## src/rtl/ipi_cmd_pkg.sv

```systemverilog
package ipi_cmd_pkg;

    localparam int WORD_W = 32;
    localparam int ID_W   = 8;
    localparam int VEC_W  = 8;
    localparam int MODE_W = 3;

    // Field positions inside the command words
    localparam int ID_LSB     = 24;
    localparam int MODE_LSB   = 8;
    localparam int BUSY_BIT   = 12;
    localparam int ASSERT_BIT = 14;
    localparam int LEVEL_BIT  = 15;
    localparam int BCAST_BIT  = 19;

    typedef enum logic [MODE_W-1:0] {
        DM_FIXED  = 3'd0,
        DM_LOWPRI = 3'd1,
        DM_SMGMT  = 3'd2,
        DM_RSV3   = 3'd3,
        DM_NMI    = 3'd4,
        DM_INIT   = 3'd5,
        DM_START  = 3'd6,
        DM_RSV7   = 3'd7
    } dmode_e;

    typedef struct packed {
        logic [ID_W-1:0]  dest;
        logic             bcast;
        logic             level;
        logic             lvl_assert;
        dmode_e           mode;
        logic [VEC_W-1:0] vector;
    } ipi_msg_t;

    function automatic ipi_msg_t form_msg(input logic [WORD_W-1:0] hi,
                                          input logic [WORD_W-1:0] lo);
        ipi_msg_t m;
        m.bcast      = lo[BCAST_BIT];
        m.dest       = lo[BCAST_BIT] ? {ID_W{1'b1}} : hi[ID_LSB +: ID_W];
        m.level      = lo[LEVEL_BIT];
        m.lvl_assert = lo[ASSERT_BIT];
        m.mode       = dmode_e'(lo[MODE_LSB +: MODE_W]);
        m.vector     = lo[VEC_W-1:0];
        return m;
    endfunction

    function automatic logic [WORD_W-1:0] with_busy(input logic [WORD_W-1:0] w,
                                                    input logic busy);
        logic [WORD_W-1:0] r;
        r = w;
        r[BUSY_BIT] = busy;
        return r;
    endfunction

endpackage

```

## src/rtl/ipi_cmd_regs.sv

```systemverilog
module ipi_cmd_regs
    import ipi_cmd_pkg::*;
#(
    parameter int ADDR_W = 12,
    parameter logic [ADDR_W-1:0] LO_OFF = 12'h300,
    parameter logic [ADDR_W-1:0] HI_OFF = 12'h310
) (
    input  logic              clk,
    input  logic              rst,
    input  logic              we,
    input  logic [ADDR_W-1:0] addr,
    input  logic [WORD_W-1:0] wdata,
    input  logic              busy,
    output logic [WORD_W-1:0] hi_q,
    output logic [WORD_W-1:0] lo_q,
    output logic              launch,
    output logic              reject,
    output logic [WORD_W-1:0] rdata
);

    logic hit_lo, hit_hi;

    assign hit_lo = (addr == LO_OFF);
    assign hit_hi = (addr == HI_OFF);
    assign launch = we && hit_lo && !busy;
    assign reject = we && hit_lo && busy;

    always_ff @(posedge clk) begin
        if (rst) begin
            hi_q <= '0;
            lo_q <= '0;
        end else begin
            if (we && hit_hi) hi_q <= wdata;
            if (launch)       lo_q <= wdata;
        end
    end

    always_comb begin
        if (hit_lo)      rdata = with_busy(lo_q, busy);
        else if (hit_hi) rdata = hi_q;
        else             rdata = '0;
    end

    AST_REJECT_KEEPS_LO: assert property (@(posedge clk) disable iff (rst)
        reject |=> $stable(lo_q)) else $error("rejected write changed low word");
    AST_HI_WRITE_STORES: assert property (@(posedge clk) disable iff (rst)
        (we && hit_hi) |=> (hi_q == $past(wdata))) else $error("high word not stored");

endmodule

```

## src/rtl/ipi_cmd_launch.sv

```systemverilog
module ipi_cmd_launch
    import ipi_cmd_pkg::*;
(
    input  logic     clk,
    input  logic     rst,
    input  logic     launch,
    input  logic     reject,
    input  ipi_msg_t msg_in,
    input  logic     ready,
    output logic     valid,
    output ipi_msg_t msg_q,
    output logic     err
);

    always_ff @(posedge clk) begin
        if (rst) begin
            valid <= 1'b0;
            msg_q <= '0;
            err   <= 1'b0;
        end else begin
            if (launch) begin
                valid <= 1'b1;
                msg_q <= msg_in;
            end else if (valid && ready) begin
                valid <= 1'b0;
            end
            if (reject) err <= 1'b1;
        end
    end

    AST_LAUNCH_RAISES: assert property (@(posedge clk) disable iff (rst)
        launch |=> valid) else $error("launch did not raise valid");
    AST_HOLD_STABLE: assert property (@(posedge clk) disable iff (rst)
        (valid && !ready) |=> (valid && $stable(msg_q))) else $error("message moved while waiting");
    AST_DROP_AFTER_ACCEPT: assert property (@(posedge clk) disable iff (rst)
        (valid && ready) |=> !valid) else $error("valid held after accept");
    AST_ERR_STICKY: assert property (@(posedge clk) disable iff (rst)
        err |=> err) else $error("error flag dropped");

endmodule

```

## src/rtl/ipi_cmd_unit.sv

```systemverilog
module ipi_cmd_unit
    import ipi_cmd_pkg::*;
#(
    parameter int ADDR_W = 12,
    parameter logic [ADDR_W-1:0] LO_OFF = 12'h300,
    parameter logic [ADDR_W-1:0] HI_OFF = 12'h310
) (
    input  logic              clk,
    input  logic              rst,
    input  logic              reg_we,
    input  logic [ADDR_W-1:0] reg_addr,
    input  logic [31:0]       reg_wdata,
    output logic [31:0]       reg_rdata,
    output logic              msg_valid,
    input  logic              msg_ready,
    output logic [7:0]        msg_dest,
    output logic [7:0]        msg_vector,
    output logic [2:0]        msg_mode,
    output logic              msg_assert,
    output logic              msg_level,
    output logic              msg_bcast,
    output logic              err_sticky
);

    logic [WORD_W-1:0] hi_q, lo_q;
    logic              launch, reject;
    ipi_msg_t          next_msg, cur_msg;

    ipi_cmd_regs #(
        .ADDR_W (ADDR_W),
        .LO_OFF (LO_OFF),
        .HI_OFF (HI_OFF)
    ) u_regs (
        .clk    (clk),
        .rst    (rst),
        .we     (reg_we),
        .addr   (reg_addr),
        .wdata  (reg_wdata),
        .busy   (msg_valid),
        .hi_q   (hi_q),
        .lo_q   (lo_q),
        .launch (launch),
        .reject (reject),
        .rdata  (reg_rdata)
    );

    // Snapshot uses the current high word and the incoming low word
    assign next_msg = form_msg(hi_q, reg_wdata);

    ipi_cmd_launch u_launch (
        .clk    (clk),
        .rst    (rst),
        .launch (launch),
        .reject (reject),
        .msg_in (next_msg),
        .ready  (msg_ready),
        .valid  (msg_valid),
        .msg_q  (cur_msg),
        .err    (err_sticky)
    );

    assign msg_dest   = cur_msg.dest;
    assign msg_vector = cur_msg.vector;
    assign msg_mode   = cur_msg.mode;
    assign msg_assert = cur_msg.lvl_assert;
    assign msg_level  = cur_msg.level;
    assign msg_bcast  = cur_msg.bcast;

    AST_BCAST_DEST: assert property (@(posedge clk) disable iff (rst)
        (msg_valid && msg_bcast) |-> (msg_dest == '1)) else $error("broadcast dest not all ones");
    AST_BUSY_VISIBLE: assert property (@(posedge clk) disable iff (rst)
        (reg_addr == LO_OFF) |-> (reg_rdata[BUSY_BIT] == msg_valid)) else $error("busy bit mismatch");

endmodule

```

## config.mk

```make
export PLATFORM = sky130hd
export DESIGN_NAME = ipi_cmd_unit
export DESIGN_NICKNAME = d
export VERILOG_FILES = /design/src/rtl/ipi_cmd_pkg.sv /design/src/rtl/ipi_cmd_regs.sv /design/src/rtl/ipi_cmd_launch.sv /design/src/rtl/ipi_cmd_unit.sv
export SDC_FILE = /design/constraint.sdc
export NUM_CORES = 1
export LEC_CHECK = 0
export ABC_AREA = 1
export BUFFER_PORTS_ARGS = -buffer_cell sky130_fd_sc_hd__buf_2
export CAP_MARGIN = 20
export CORE_MARGIN = 8
export CORE_UTILIZATION = 45
export CTS_BUF_LIST = sky130_fd_sc_hd__clkbuf_16
export DETAILED_ROUTE_END_ITERATION = 16
export GPL_TIMING_DRIVEN = 0
export PLACE_DENSITY = 0.72
export SYNTH_ARGS = -nofsm -noshare
export SYNTH_HDL_FRONTEND = slang
export SYNTH_SLANG_ARGS = --single-unit
```

## constraint.sdc

```tcl
create_clock -name clk -period 1.5 [get_ports clk]
set_clock_uncertainty 0.1 [all_clocks]
set_input_delay 0.3 -clock clk [delete_from_list [all_inputs] [get_ports clk]]
set_output_delay 0.3 -clock clk [all_outputs]
set_load 0.005 [all_outputs]
```

Word-level counts from Yosys, hierarchy flattened

Index checks and enable logic that the tools add are counted.
W data, S select, Z words.

Bits in writable memories: 0
Bits in latches: 0
Flip-flop bits (word level): 88
Output and inout bits: 56
Memories kept: 0
ROM bits: 0

Add/sub/neg operators: 0
Reductions and logical operators: 7
Bitwise gates (word level): 0
Equal/unequal tests: 2
Multipliers: 0
Div/mod/pow operators: 0
Muxes and demuxes: 5
Shift operators: 0
$lt $le $gt $ge: 0

Operator list:

| cell                   | count |
|---|---|
| $mux W32               | 2 |
| $eq A12 B10 Y1 const B | 2 |
| $mux W8                | 1 |
| $logic_and A1 B1 Y1    | 5 |
| $mux W1                | 2 |
| $reduce_bool A2 Y1     | 1 |
| $logic_not A1 Y1       | 1 |

Longest topological paths before layout

Gate-level depths: netlist of run 1.

Word-level depth: 4
Gate-level depth with buffers: 9
Depth with buffers taken out: 8

By module

From an unflattened synthesis of run 1, not the netlist that was laid out.

Cell total of the unflattened synthesis: 585
Area, all modules: 3866.2 um^2

Modules (own cells, without submodules):

| module         | cells each | area an instance (um^2) | sequential area each (um^2) | instances |
|---|---|---|---|---|
| ipi_cmd_regs   | 465        | 2920.3                  | 1281.2                      | 1 |
| ipi_cmd_launch | 103        | 882.1                   | 480.5                       | 1 |
| ipi_cmd_unit   | 17         | 63.8                    | 0.0                         | 1 |

Worst setup path before layout of run 1

OpenSTA, ideal clock, no wires.

Kind: input to output
Start point: input port reg_addr[3]
End point: output port reg_rdata[10]
Setup slack: -0.022 ns
Arrival time: 1.122 ns
Stages on the path: 6
Required time: 1.100 ns
Path buffers: 1
Cell sequence: nor2_1 -> nand2_1 -> nor2_4 -> nand2_1 -> clkbuf_1 -> o22ai_1

Cells in the longest elaborated chain, start to end: 3

Ends and longest elaborated chain:

| element        | RTL line           | text |
|---|---|---|
| from (decl)    | ipi_cmd_unit.sv:11 | `input logic [ADDR_W-1:0] reg_addr,` |
| $eq A12 B10 Y1 | ipi_cmd_regs.sv:24 | `assign hit_hi = (addr == HI_OFF);` |
| $mux W32       | ipi_cmd_regs.sv:40 | `else if (hit_hi) rdata = hi_q;` |
| $mux W32 (*)   | ipi_cmd_regs.sv:39 | `if (hit_lo) rdata = with_busy(lo_q, busy);` |
| to (decl)      | ipi_cmd_unit.sv:13 | `output logic [31:0] reg_rdata,` |

Every way passes the cells marked *; elsewhere a longest branch is shown, timed or not.

Final worst setup path of run 1

Start point: input port reg_addr[1]
End point: output port reg_rdata[31]

The elaborated chain is that of the path after synthesis.

==> results.yml, run 1 <==
setup_path:
  path_class: "in -> out"
  cp_data_arrival_time_ps: 1430
  cp_cell_sequence: "buf_6 -> nor2_4 -> nand2_2 -> nor2_4 -> nand2_8 -> buf_4 -> o22ai_2 -> buf_2"
  reg2reg_from: "u_launch.valid"
  timing.rr.end: "u_regs.lo_q[31]"
  required_ps: 1100
  r2r_cells: 7
  cp-start-kind: "primary input"
  cpPeakStageDelay_ps: 240
  crit_start: "reg_addr[1]"
  crit_fanout: 8
  cp-end-kind: "output pin"
  crit_path_top_delay_cell: "nor2_4"
  cp_common_cell: "nor2_4"
  reg2reg_slack_ps: 120
clock_tree:
  cts_tree: "yes"
  cts_buffers: 9
  cts_hold_buf: 0
  htreeDepth: 3
  clockRootBuffer: "clkbuf_16"
  cts.sinks: 73
  path_clk_slew_ps: 60
  insertion_delay_ps: 330
  cts_buffer_depth: 2
yosys:
  synth_area_um2: 3360
  synth_top_family_by_area: "simple AND/OR/NAND/NOR gates"
  synthesis.nets: 582
  synthCells: 534
  synth_cell_types: 19
  synth-compound-area-share_pct: 6.47
  ys_top_cells_by_area: "dfxtp_1 (43%), nand2_1 (17%), nor2_1 (16%), inv_1 (8.9%), o22ai_1 (6.0%)"
  yosysSeqAreaShare_pct: 43.4
  yosys_register_bits: 73
  synth_top_area_share_pct: 43.4
  synth_mux_area_share_pct: 0
  yosys_warnings: 0
  synth_top_cell_by_area: "dfxtp_1"
  synth-adder-area-share_pct: 0
  yosys.area_share.simple_pct: 35.1
  synth_xor_area_share_pct: 0
  syn_area_per_cell_um2: 6.30
sta:
  setup_viol: 34
  timing.slew.headroom_pct: 63.3
  setup_slack_ps: -332
  tightest_slew_ps: 551
  maxSlewViolCount: 0
  hold_slack_ps: 95.2
  fmax_mhz: 546
  hold_viol: 0
  fin_crit_ps: 1830
  rsz0062_at_grt: "true"
  min_period_over_period_pct: 122
finish:
  antennaDiodeCount: 0
  multi_input_area_um2: 1770
  fin_area_um2: 5050
  finalNonFillerCells: 770
  fill_cells: 582
  layout.area.seq_um2: 1460
  area_delta_synth_final_pct: 50.0
  drive_gt1_share_pct: 32.0
  layout.nets: 714
placed_design:
  placed_cell_area_um2: 4010
  dpl.cell_count: 736
  dp_hpwl_um: 6660
  portBuffers: 103
  gp_congestion: 0.778
  dp_slack_ps: -592
floorplanning:
  start_util_pct: 46.4
  rows: 31
  die_w_um: 102
  fp.dieH_um: 102
  dieArea_um2: 10500
  num_io_pins: 104
  coreArea_um2: 7250
grt:
  grt-ovfl-total: 0
  grt_usage_pct: 20.0
  grt_pass1_wl_um: 16400
  grt_pass1_vias: 3561
  grt_max_degree: 12
  antenna_found_initial: 0
worst_hold_path:
  hold_start: "reg_wdata[12]"
  hold_class: "in -> reg"
  holdPathStages: 3
  whs_endpoint: "u_regs.hi_q[12]"
pwr:
  irDropWorstVdd_uv: 561
  cellLeakagePower_nw: 2.74
  power_per_cell_area_nw_per_um2: 826
drt:
  dr.pass1.iters: 7
  route.detailed.drc: 0
  wirelength_um: 11200
  viasPerCell: 4.80
  drt_iter0_markers: 230
  vias: 3695
  antenna_left: 0
  wl_per_cell_um: 14.5
run_status:
  outcome: "complete, but fails checks"
  violations: "negative setup slack"
job:
  cap_violations: 0
==> synth_stat cells, drive strengths merged <==
cell type / instances
o22ai: 32
nand3: 1
nor2: 146
nand2: 156
a21oi: 2
o21bai: 1
or2: 1
inv: 81
nor3: 1
clkbuf: 17
dfxtp: 73
buf: 21
nand4: 2
==> worst max-delay path, delay by kind of cell <==
family,cells,cell delay (ps)
buffers and inverters,3,420
AND/OR/NAND/NOR,4,540
AO/OA/AOI/OAI,1,180
==> registers in the layout (all words and copies together) (netlist names) <==
name and count:
u_regs.hi_q 32, u_regs.lo_q 22, u_launch.msg_q 17, u_launch.err 1
u_launch.valid 1
==> worst max-delay path by stage <==
| stage | end |
|---|---|
| detailed placement | reg_rdata[25] |
| finish | reg_rdata[31] |
| global placement | reg_rdata[25] |
| floorplan | reg_rdata[21] |
| CTS | reg_rdata[14] |
| global route | reg_rdata[16] |
==> kinds of logic after synthesis <==
| kind of cell | after synthesis |
|---|---|
| flip-flops | 73 |
| buffers and inverters | 119 |
| AND/OR/NAND/NOR | 307 |
| AO/OA/AOI/OAI | 35 |
==> report_power, final <==
group | internal [W] | switching, W
clock network | 0.00125 | 0.000790
registers | 0.00194 | 0.000000129
logic | 0.0000743 | 0.000110
==> per-stage QoR <==
step                      util, %  power [W]  TNS [ps]
final                        69.6    0.00417     -9400
after global routing         69.6    0.00428    -14410
after CTS                    64.2    0.00416     -7760
after detailed placement     55.3    0.00212    -34190
after global placement       55.3    0.00212    -33370
after floorplan                 -    0.00202         0
==> repair_timing <==
action	4_1_cts	5_1_grt
resized for setup	63	79
buffers inserted	4	9
pin swaps	7	9
gates cloned	2	3
setup endpoints to repair	52	103
endpoints found under the hold margin	0	0
==> cells in the final DEF, fill, tap and decap left out, drive strengths merged, types with 2 or more instances in the layout <==
cell type / synthesis / layout
a21oi: 2 / 2
nand3: 1 / 2
clkinv: 0 / 4
nor2: 146 / 146
nand2: 156 / 156
nand4: 2 / 2
inv: 81 / 83
dfxtp: 73 / 73
clkbuf: 17 / 22
o22ai: 32 / 32
buf: 21 / 145
==> cell type report <==
type,instances,area share (%)
buffer,38,7.39
clock inverter,7,1.07
sequential,73,29.0
tap,99,2.45
clock buffer,9,4.46
timing repair buffer,120,14.6
inverter,81,6.07
multi-input combinational,343,35.0
==> routing by layer <==
metal	up-vias	track usage (%)	share of wire, %
met5	-	0	0
met4	0	8.13	2.4
met3	25	4.84	7.7
met2	154	35.8	52
met1	1672	22.1	38
li1	1844	-	-
Power figures use the tool's default switching activity.
==> inputs of run 2 (changes only) <==
PLACE_DENSITY = 0.73   (was 0.72)
==> results.yml, run 2 (same netlist as run 1, synthesis figures left out) <==
setup_path:
  reg2reg_from: "u_launch.valid"
  cp-end-kind: "output pin"
  cp_common_cell: "nor2_4"
  cp-start-kind: "primary input"
  crit_end: "reg_rdata[13]"
  critPathTopFamily: "simple AND/OR/NAND/NOR gates"
  required_ps: 1100
  cp_data_arrival_time_ps: 1410
  path_class: "in -> out"
  timing.rr.end: "u_regs.lo_q[16]"
  crit_start: "reg_addr[1]"
  cpPeakStageDelay_ps: 230
  cp_cell_sequence: "buf_6 -> nor2_4 -> nand2_2 -> nor2_4 -> nand2_8 -> clkbuf_16 -> o22ai_2 -> buf_2"
  cp.buffers_inverters: 3
  crit_fanout: 8
  r2r_cells: 7
  reg2reg_slack_ps: 30
  crit_cells: 8
  crit_path_top_delay_cell: "nor2_4"
placed_design:
  dp_hpwl_um: 6830
  placed_cell_area_um2: 4010
  gp_congestion: 0.805
  dp_slack_ps: -576
  portBuffers: 103
worst_hold_path:
  hold_class: "in -> reg"
  holdPathStages: 3
finish:
  layout.nets: 712
  layout_common_cells: "nand2_1 (151), nor2_1 (140), buf_2 (96), inv_1 (77), dfxtp_1 (73)"
  antennaDiodeCount: 0
  drive_gt1_share_pct: 30.9
  area_delta_synth_final_pct: 49.1
  fin_area_um2: 5020
  regMostFlops: "u_regs.hi_q"
  largest_reg_flops: 32
  reg_top3: "u_regs.hi_q: 32 flops, u_regs.lo_q: 22 flops, u_launch.msg_q: 17 flops"
  fill_cells: 565
  layout_commonest_cell: "nand2_1"
sta:
  hold_viol: 0
  hold_slack_ps: 98.0
  min_period_over_period_pct: 121
  fin_setup_tns_ps: -20350
  fmax_mhz: 553
  maxSlewViolCount: 0
  timing.slew.headroom_pct: 63.8
  rsz0062_at_grt: "true"
  tightest_slew_ps: 543
  setup_viol: 104
  fin_crit_ps: 1810
  setup_slack_ps: -309
clock_tree:
  cts_buffers: 9
  path_clk_slew_ps: 60
  insertion_delay_ps: 330
  clockRootBuffer: "clkbuf_16"
  htreeDepth: 3
  cts.sinks: 73
  cts_hold_buf: 0
  cts_buffer_depth: 2
  cts_tree: "yes"
grt:
  grt_max_degree: 13
  grt_pass1_wl_um: 17000
  antenna_found_initial: 0
  grt_usage_pct: 20.7
  grt-ovfl-total: 0
  grt_pass1_vias: 3656
floorplanning:
  num_io_pins: 104
  fp.dieH_um: 102
  start_util_pct: 46.4
  rows: 31
  coreArea_um2: 7250
  dieArea_um2: 10500
  die_w_um: 102
pwr:
  p_int_w: 0.00345
  pwr-share-clk_pct: 51.5
  p_comb_share_pct: 4.1
  swShare_pct: 20.9
  seqPwrFrac_pct: 44.4
  p_sw_w: 0.000914
  cellLeakagePower_nw: 2.75
  irDropWorstVdd_uv: 719
  power_per_cell_area_nw_per_um2: 870
job:
  cap_violations: 0
drt:
  wirelength_um: 11100
  vias: 3696
  drt_iter0_markers: 235
  viasPerCell: 4.81
  dr.pass1.iters: 5
  route.detailed.drc: 0
  wl_per_cell_um: 14.5
  antenna_left: 0
run_status:
  violations: "negative setup slack"
  outcome: "complete, but fails checks"
## run 2: changes by cell type in the layout (fill, tap and decap cells not counted), moves of 2 or more
cell / change
buf_2: -2
o22ai_1: +7
inv_1: -2
o22ai_2: -7
## run 2: tightest hold or removal path, cell delays in order
cell    delay, ps
buf_2          70
nor2_1         30
nor2_1         80
## run 2: what timing repair did
action	CTS	global route
setup endpoints to repair	44	104
gates resized for setup	78	52
gates cloned	2	3
pin swaps	6	7
setup buffers	4	7
## run 2: final cells by class
cell class	instances	area, µm²	area share [%]
timing repair buffer	119	712	14.2
multi-input combinational	342	1710	34.1
inverter	81	309	6.16
buffer	38	389	7.76
clock inverter	7	85.1	1.70
sequential	73	1460	29.1
clock buffer	9	225	4.49
tap	99	124	2.47
## run 2: worst min-delay path by stage
stage	from	slack [ps]	end
after global placement	u_launch.err	340	u_launch.err
after floorplan	rst	270	u_launch.err
after global routing	rst	120	u_launch.valid
after CTS	reg_wdata[12]	100	u_regs.hi_q[12]
final	reg_wdata[12]	100	u_regs.hi_q[12]
after detailed placement	u_launch.err	340	u_launch.err
## run 2: through the flow
stage | power, W | utilization [%] | std cells
after floorplan | 0.00202 | - | 534
after global placement | 0.00212 | 55.3 | 736
after detailed placement | 0.00212 | 55.3 | 736
after CTS | 0.00439 | 65.4 | 758
after global routing | 0.00450 | 69.2 | 768
final | 0.00437 | 69.2 | 768
## run 2: per-layer routing
| layer | share of wire [%] | wire length [µm] | track usage, % | up-vias |
|---|---|---|---|---|
| met5 | 0 | 0 | 0 | - |
| met4 | 1.7 | 184 | 9.59 | 0 |
| met3 | 6.7 | 750 | 3.88 | 16 |
| met2 | 50 | 5600 | 36.0 | 120 |
| met1 | 41 | 4590 | 23.9 | 1736 |
| li1 | - | - | - | 1824 |
## run 2: power by group through the flow
stage | combinational, W | clock, W | sequential, W
global route | 0.000195 | 0.00236 | 0.00194
finish | 0.000180 | 0.00225 | 0.00194
global placement | 0.000137 | 0 | 0.00198
detailed placement | 0.000138 | 0 | 0.00198
floorplan | 0.0000427 | 0 | 0.00198
CTS | 0.000165 | 0.00228 | 0.00194
